--- src/rtl/tmr_pkg.sv ---
package tmr_pkg;
  localparam int unsigned ADDR_W = 5;
  localparam int unsigned DATA_W = 32;

  localparam logic [ADDR_W-1:0] OFS_SEC   = 5'h00;
  localparam logic [ADDR_W-1:0] OFS_FRAC  = 5'h04;
  localparam logic [ADDR_W-1:0] OFS_ASEC  = 5'h08;
  localparam logic [ADDR_W-1:0] OFS_AFRAC = 5'h0C;
  localparam logic [ADDR_W-1:0] OFS_CTRL  = 5'h10;
  localparam logic [ADDR_W-1:0] OFS_STAT  = 5'h14;

  localparam int unsigned BIT_RUN  = 3;
  localparam int unsigned BIT_ALM  = 4;
  localparam int unsigned BIT_NV   = 1;
  localparam int unsigned BIT_VIOL = 0;
endpackage

--- src/rtl/tmr_count.sv ---
module tmr_count #(
  parameter int unsigned SEC_W  = 32,
  parameter int unsigned FRAC_W = 15,
  localparam int unsigned CNT_W = SEC_W + FRAC_W
) (
  input  logic              clk_i,
  input  logic              rst_ni,
  input  logic              run_i,
  input  logic              ld_sec_i,
  input  logic              ld_frac_i,
  input  logic [SEC_W-1:0]  sec_d_i,
  input  logic [FRAC_W-1:0] frac_d_i,
  output logic [CNT_W-1:0]  cnt_o
);
  logic [CNT_W-1:0] cnt_q;

  always_ff @(posedge clk_i or negedge rst_ni) begin
    if (!rst_ni) cnt_q <= '0;
    else if (ld_sec_i)  cnt_q <= {sec_d_i, cnt_q[FRAC_W-1:0]};
    else if (ld_frac_i) cnt_q <= {cnt_q[CNT_W-1:FRAC_W], frac_d_i};
    else if (run_i)     cnt_q <= cnt_q + 1'b1; // wraps at all ones
  end

  assign cnt_o = cnt_q;

  p_frozen_r2: assert property (@(posedge clk_i) disable iff (!rst_ni)
    (!run_i && !ld_sec_i && !ld_frac_i) |=> $stable(cnt_q));
  p_step_r3: assert property (@(posedge clk_i) disable iff (!rst_ni)
    (run_i && !ld_sec_i && !ld_frac_i) |=> (cnt_q == CNT_W'($past(cnt_q) + 1'b1)));
  p_frac_keep_r4: assert property (@(posedge clk_i) disable iff (!rst_ni)
    ld_sec_i |=> (cnt_q[FRAC_W-1:0] == $past(cnt_q[FRAC_W-1:0])));
endmodule

--- src/rtl/tmr_alarm.sv ---
module tmr_alarm #(
  parameter int unsigned CNT_W = 47
) (
  input  logic             clk_i,
  input  logic             rst_ni,
  input  logic [CNT_W-1:0] cnt_i,
  input  logic [CNT_W-1:0] cmp_i,
  input  logic             clr_i,
  output logic             flag_o
);
  logic hit, hit_q, flag_q;

  assign hit = (cnt_i == cmp_i);

  always_ff @(posedge clk_i or negedge rst_ni) begin
    if (!rst_ni) begin
      hit_q  <= 1'b0;
      flag_q <= 1'b0;
    end else begin
      hit_q <= hit;
      // new match wins over a same-cycle clear
      if (hit && !hit_q) flag_q <= 1'b1;
      else if (clr_i)    flag_q <= 1'b0;
    end
  end

  assign flag_o = flag_q;

  p_set_r5: assert property (@(posedge clk_i) disable iff (!rst_ni)
    (hit && !hit_q) |=> flag_q);
  p_sticky_r6: assert property (@(posedge clk_i) disable iff (!rst_ni)
    (flag_q && !clr_i) |=> flag_q);
  p_no_rearm_r7: assert property (@(posedge clk_i) disable iff (!rst_ni)
    (!flag_q && hit_q) |=> !flag_q);
endmodule

--- src/rtl/sec_frac_timer.sv ---
module sec_frac_timer
  import tmr_pkg::*;
#(
  parameter int unsigned SEC_W  = 32,
  parameter int unsigned FRAC_W = 15
) (
  input  logic              clk_i,
  input  logic              rst_ni,
  input  logic              wr_en_i,
  input  logic [ADDR_W-1:0] wr_addr_i,
  input  logic [DATA_W-1:0] wr_data_i,
  input  logic [ADDR_W-1:0] rd_addr_i,
  output logic [DATA_W-1:0] rd_data_o,
  output logic              alarm_o
);
  localparam int unsigned CNT_W = SEC_W + FRAC_W;

  logic [CNT_W-1:0]  cnt;
  logic [SEC_W-1:0]  asec_q;
  logic [FRAC_W-1:0] afrac_q;
  logic run_en_q, seeded_q, nv_q, viol_q, alm;
  logic wr_sec, wr_frac, wr_stat, release_ok;

  assign wr_sec     = wr_en_i && (wr_addr_i == OFS_SEC);
  assign wr_frac    = wr_en_i && (wr_addr_i == OFS_FRAC);
  assign wr_stat    = wr_en_i && (wr_addr_i == OFS_STAT);
  assign release_ok = wr_stat && wr_data_i[BIT_NV] && wr_data_i[BIT_VIOL];

  always_ff @(posedge clk_i or negedge rst_ni) begin
    if (!rst_ni) begin
      asec_q   <= '1;
      afrac_q  <= '0;
      run_en_q <= 1'b0;
      seeded_q <= 1'b0;
      nv_q     <= 1'b1;
      viol_q   <= 1'b1;
    end else begin
      if (wr_en_i && wr_addr_i == OFS_ASEC)  asec_q   <= wr_data_i[SEC_W-1:0];
      if (wr_en_i && wr_addr_i == OFS_AFRAC) afrac_q  <= wr_data_i[FRAC_W-1:0];
      if (wr_en_i && wr_addr_i == OFS_CTRL)  run_en_q <= wr_data_i[BIT_RUN];
      if (wr_sec) seeded_q <= 1'b1;
      if (release_ok) begin
        nv_q   <= 1'b0;
        viol_q <= 1'b0;
      end
    end
  end

  tmr_count #(.SEC_W(SEC_W), .FRAC_W(FRAC_W)) u_count (
    .clk_i    (clk_i),
    .rst_ni   (rst_ni),
    .run_i    (run_en_q && seeded_q),
    .ld_sec_i (wr_sec),
    .ld_frac_i(wr_frac),
    .sec_d_i  (wr_data_i[SEC_W-1:0]),
    .frac_d_i (wr_data_i[FRAC_W-1:0]),
    .cnt_o    (cnt)
  );

  tmr_alarm #(.CNT_W(CNT_W)) u_alarm (
    .clk_i (clk_i),
    .rst_ni(rst_ni),
    .cnt_i (cnt),
    .cmp_i ({asec_q, afrac_q}),
    .clr_i (wr_stat && wr_data_i[BIT_ALM]),
    .flag_o(alm)
  );

  always_comb begin
    rd_data_o = '0;
    case (rd_addr_i)
      OFS_SEC:   rd_data_o = DATA_W'(cnt[CNT_W-1:FRAC_W]);
      OFS_FRAC:  rd_data_o = DATA_W'(cnt[FRAC_W-1:0]);
      OFS_ASEC:  rd_data_o = DATA_W'(asec_q);
      OFS_AFRAC: rd_data_o = DATA_W'(afrac_q);
      OFS_CTRL:  rd_data_o[BIT_RUN] = run_en_q;
      OFS_STAT: begin
        rd_data_o[BIT_ALM]  = alm;
        rd_data_o[BIT_NV]   = nv_q;
        rd_data_o[BIT_VIOL] = viol_q;
      end
      default:   rd_data_o = '0;
    endcase
  end

  assign alarm_o = alm;

  p_nv_clear_r8: assert property (@(posedge clk_i) disable iff (!rst_ni)
    $fell(nv_q) |-> $past(wr_stat && wr_data_i[1:0] == 2'b11));
  p_viol_with_nv_r8: assert property (@(posedge clk_i) disable iff (!rst_ni)
    (nv_q == viol_q));
endmodule

--- config.mk ---
export PLATFORM = sky130hd
export DESIGN_NAME = sec_frac_timer
export DESIGN_NICKNAME = d
export VERILOG_FILES = /design/src/rtl/tmr_pkg.sv /design/src/rtl/tmr_count.sv /design/src/rtl/tmr_alarm.sv /design/src/rtl/sec_frac_timer.sv
export SDC_FILE = /design/constraint.sdc
export NUM_CORES = 1
export LEC_CHECK = 0
export ABC_AREA = 1
export BUFFER_PORTS_ARGS = -buffer_cell sky130_fd_sc_hd__buf_2
export CAP_MARGIN = 20
export CORE_MARGIN = 2
export CORE_UTILIZATION = 50
export CTS_CLUSTER_DIAMETER = 50
export DETAILED_ROUTE_END_ITERATION = 12
export GPL_TIMING_DRIVEN = 0
export PLACE_DENSITY = 0.77
export REMOVE_ABC_BUFFERS = 1
export SLEW_MARGIN = 20
export SYNTH_ARGS = -nofsm -noshare
export SYNTH_HDL_FRONTEND = slang
export SYNTH_SLANG_ARGS = --single-unit
export TNS_END_PERCENT = 10
--- constraint.sdc ---
create_clock -name clk_i -period 2.5 [get_ports clk_i]
set_input_delay 0.5 -clock clk_i [delete_from_list [all_inputs] [get_ports clk_i]]
set_output_delay 0.5 -clock clk_i [all_outputs]
set_load 0.1 [all_outputs]
# Word-level counts from Yosys, hierarchy flattened
# Cells that the tools add are included.
# Widths: inputs -> output; s select.
totals:
  reg_bits: 99
  input_bits: 45
  wordCells: 52
op_classes:
  mux: 10
  addsub: 1
  bitwise_logic: 1
  n_eq_ne: 12
  n_reduce_logical: 19
op_table:
  columns: ["op", "n"]
  rows:
  - ["$mux 47", 3]
  - ["$pmux 27 s4", 1]
  - ["$add 47x1->47 const B", 1]
  - ["$eq 47x47->1", 1]
  - ["$eq 5x4->1 const B", 4]
  - ["$eq 5x5->1 const B", 4]
  - ["$logic_and 1x1->1", 11]
  - ["$eq 5x3->1 const B", 2]
  - ["$logic_not 5->1", 2]
  - ["$pmux 1 s5", 2]
  - ["$pmux 2 s5", 1]
  - ["$reduce_bool 2->1", 3]
  - ["$pmux 1 s4", 1]
  - ["$reduce_and 2->1", 2]
  - ["$mux 1", 2]
  - ["$ne 2x1->1 const B", 1]
  - ["$logic_not 1->1", 1]
  - ["$not 1->1", 1]

# Logic depth before layout (Yosys ltp)
depth:
  ltp_word: 5
  ltp_mapped: 11

# Cells and area by module
# From an unflattened synthesis, not the netlist that was laid out.
hier_totals:
  hier_cells: 1265
  area_unflattened_um2: 7548.5
by_module_without_submodules:
  columns: ["mod", "cells_each", "seq_area_each_um2", "area_per_inst_um2", "instances"]
  rows:
  - ["tmr_count", 624, 1176.1, 3749.8, 1]
  - ["sec_frac_timer", 434, 1292.5, 2882.8, 1]
  - ["tmr_alarm", 207, 50.0, 915.9, 1]

# Worst setup path after synthesis
# Ideal clock, no wire load.
synth_path:
  kind: "input-to-output"
  startpoint: "input port rd_addr_i[1]"
  endpoint: "output port rd_data_o[6]"
  slack_ns: -1.231
  cell_stages: 6
  path_buffers: 1
  arrival_time_ns: 3.231
  cell_sequence: "nor2_2 -> nand2_1 -> nor2_1 -> inv_1 -> clkbuf_1 -> o21ai_0"
synth_via:
  elab_chain_len: 2
  word_cells_on_any_way: 5
  classes_between: "3 x eq/ne; 1 x mux; 1 x reduce/logical"
synth_rtl:
  columns: ["element", "line", "text"]
  rows:
  - ["start, declared", "sec_frac_timer.sv:12", "input logic [ADDR_W-1:0] rd_addr_i,"]
  - ["$eq 5x4->1 (tied with other cells)", "sec_frac_timer.sv:71", "case (rd_addr_i)"]
  - ["$pmux 27 s4 (*)", "sec_frac_timer.sv:71", null]
  - ["end, declared", "sec_frac_timer.sv:13", "output logic [DATA_W-1:0] rd_data_o,"]
# Mark *: on every way between the ends. The rest lies on a longest branch, timed or not.

# Final worst setup path
layout_path:
  startpoint: "input port rd_addr_i[0]"
  endpoint: "output port rd_data_o[22]"
# The elaborated chain is that of the path after synthesis.

==> impl_metrics.yaml <==
yosys:
  yosys_warnings: 0
  ys_types: 36
  async_flop_share_pct: 100.0
  seq_area_frac_synth_pct: 36.34
  avgSynthCellArea_um2: 6.736
  synth-edff-count: 0
  synth_area_um2: 6932
  synthFlopType: "dfrtp_1"
  synth_cells: 1029
  ys_seq_elements: 99
pwr:
  cellLeakagePower_nw: 3.652
  power.total_mw: 6.409
  powerDensity_nw_per_um2: 795.9
  ir_drop_uv: 380.6
grt:
  grt_pass1_vias: 6638
  overflow: 0
  grt_pass1_wl_um: 33400
  grt_use_total_pct: 29.05
  antenna_found_initial: 0
  grt_max_degree: 54
routing:
  vias_per_cell: 5.555
  via_count: 7105
  drt-total-wl_um: 20870
  drc_errors: 0
  drt_first_iter_violations: 559
  drt-pass1-iter-count: 5
  antenna_left: 0
  wire_per_inst_um: 16.32
timing:
  finalCritPeriodShare_pct: 99.44
  tightest_slew_ps: 772.1
  drv_slew: 0
  relSlewSlack_pct: 48.45
  setup_violations: 0
  max_freq_mhz: 402.3
  rsz0062_at_grt: "yes"
  final-hold-violation-count: 0
  setup_slack_ps: 14.11
  fin_skew_ps: 9.599
  min_period_ps: 2486
cts:
  insertion_delay_ps: 370
  clockBufferDepth: 2
  path_clk_slew_ps: 80
  clock-root-buffer: "clkbuf_16"
  cts_tree: "yes"
  cts_buffers: 9
  h-tree-depth: 3
  cts_sinks: 99
  postCtsHoldBufs: 0
cells_and_area:
  fillers: 1297
  drive_gt1_share_pct: 18.38
  antenna_cells: 0
  regArea_um2: 2519
  postLayoutCellArea_um2: 8053
  area_growth_pct: 16.17
  final_nets: 1140
  multiInputGateArea_um2: 3805
status:
  status: "finished, final reports clean"
flow_run:
  cap_violations: 0
critical_path:
  cp_max_fo: 19
  criticalPathCategory: "in -> out"
  critPathMaxStageDelay_ps: 270
  startpoint_type: "primary input"
  crit_slowest_cell: "buf_6"
  crit_required_ps: 2000
  cp-end-kind: "output port"
  worstPathCellList: "buf_6, nor2_4, nand2_2, nor2_4, clkinvlp_4, buf_12, buf_16, o21ai_0, buf_6"
  arrival_ps: 1990
hold_path:
  hold_path.class: "in -> async"
floorplanning:
  die_h_um: 121.7
  io-pin-count: 78
  die-width_um: 121.7
  core_um2: 13720
  fp.dieArea_um2: 14820
  row_count: 43
  initial_core_util_pct: 50.52
place:
  dp_slack_ps: -1090
  place_area_um2: 7458
  dp_hpwl_um: 15200
  portBuffers: 77
  gp_congestion: 0.9924
-- what timing repair did --
| item | in CTS | in global routing |
|---|---|---|
| resized for setup | 53 | 19 |
| setup endpoints to repair | 32 | 30 |
| buffers inserted | 6 | 2 |
| pin swaps | 2 | 3 |
-- cell usage in the layout, fill, tap and decap left out, types with 3 or more instances in the layout --
cell type   instances
clkbuf_8            3
o21ai_0            77
buf_6              17
a21oi_1            37
dfrtp_1            66
inv_2               6
dfstp_2            33
mux2_2              8
nand4_1            15
nor2_4             16
xnor2_1            15
or2_2               3
nor2_1            109
buf_8               4
o211ai_1            4
buf_4              19
clkinvlp_4          4
nand2_1           319
o22ai_1            16
buf_2              44
inv_1             118
a22oi_1            25
o21ai_1            20
nand3_1            58
nand2_2            10
xor2_1             11
nor2_2              5
nand2_4             3
clkbuf_16           9
-- cell families (layout without fill, tap and decap cells) --
family,count (synthesis),in the layout,synth area share (%)
buffers and inverters,163,233,9.675
multiplexers,8,8,1.300
XOR/XNOR,26,26,3.285
AO/OA/AOI/OAI,187,187,15.31
flip-flops,99,99,36.34
AND/OR/NAND/NOR,545,545,33.92
adder cells (fa/ha/maj),1,1,0.1805
-- final cells by class --
| class | count | area share, % |
|---|---|---|
| timing repair buffer | 91 | 9.090 |
| inverter | 126 | 6.013 |
| tap | 180 | 2.797 |
| clock buffer | 10 | 2.968 |
| sequential | 99 | 31.28 |
| multi-input combinational | 767 | 47.25 |
| clock inverter | 6 | 0.6060 |
-- cells in the mapped netlist (2+ instances only) --
library cell / instances / area share (%)
nor2_4: 13 / 2.1
a22oi_1: 25 / 2.7
xnor2_1: 15 / 1.9
dfstp_2: 33 / 13
and2_1: 2 / 0.18
clkbuf_1: 9 / 0.49
buf_2: 20 / 1.4
inv_1: 119 / 6.4
o221ai_1: 2 / 0.25
o21ai_2: 2 / 0.25
o211ai_1: 4 / 0.43
or2_2: 3 / 0.27
buf_4: 7 / 0.76
o21ai_0: 80 / 5.8
nand3_1: 60 / 4.3
nor2_1: 112 / 6.1
mux2_2: 8 / 1.3
o21ai_1: 17 / 1.2
dfrtp_1: 66 / 24
nand2_1: 320 / 17
o22ai_1: 17 / 1.5
a21oi_1: 37 / 2.7
inv_2: 7 / 0.38
nand2_2: 9 / 0.81
nand4_1: 15 / 1.4
nand2_4: 3 / 0.49
nor2_2: 5 / 0.45
xor2_1: 11 / 1.4
-- critical path: cells and delay by family --
family / cells / cell delay [ps]
buffers and inverters: 5 / 780
and+or+nand+nor: 3 / 420
AOI/OAI and AO/OA: 1 / 260
-- metal layers --
metal / share of wire (%) / global-route usage, % / wire, µm
met5: 0 / 0 / 0
met4: 3.2 / 12.72 / 659
met3: 7.2 / 5.197 / 1503
met2: 46 / 45.57 / 9600
met1: 44 / 39.41 / 9111
-- power by group --
group          leakage (nW)  switching (mW)  internal, mW
Combinational          2.33            1.37         0.814
Sequential             1.19           0.704          2.13
Clock                 0.132           0.678         0.712
-- sequential cells by signal (all words and copies together), names as in the netlist --
register        count
u_alarm.flag_o      1
u_alarm.hit_q       1
afrac_q            15
viol_q              1
run_en_q            1
u_count.cnt_o      47
asec_q             32
seeded_q            1
-- path summary, 6_finish.rpt --
check	startpoint	end	slack, ps	depth (start not counted)
max	rd_addr_i[0]	rd_data_o[22]	10	9
min	rst_ni	afrac_q[0]$_DFFE_PN0P_	50	1
max reg2reg	run_en_q$_DFFE_PN0P_	u_count.cnt_o[17]$_DFFE_PN0P_	500	7
min reg2reg	viol_q$_DFFE_PN1P_	viol_q$_DFFE_PN1P_	450	2
max in group asynchronous	rst_ni	asec_q[28]$_DFFE_PN1P_	1760	2
min in group clk_i	wr_data_i[1]	viol_q$_DFFE_PN1P_	290	2
-- metrics by stage --
step	util, %	hold slack (ps)	cells	setup TNS, ps
after global placement	53.53	428.7	1249	-71150
after global routing	58.70	82.75	1279	-282.7
after floorplan	-	204.4	992	-32370
after detailed placement	54.36	432.8	1255	-24550
after CTS	58.08	76.08	1277	-218.8
final	58.70	54.42	1279	0
No activity file was read; power rests on OpenSTA's default activity.
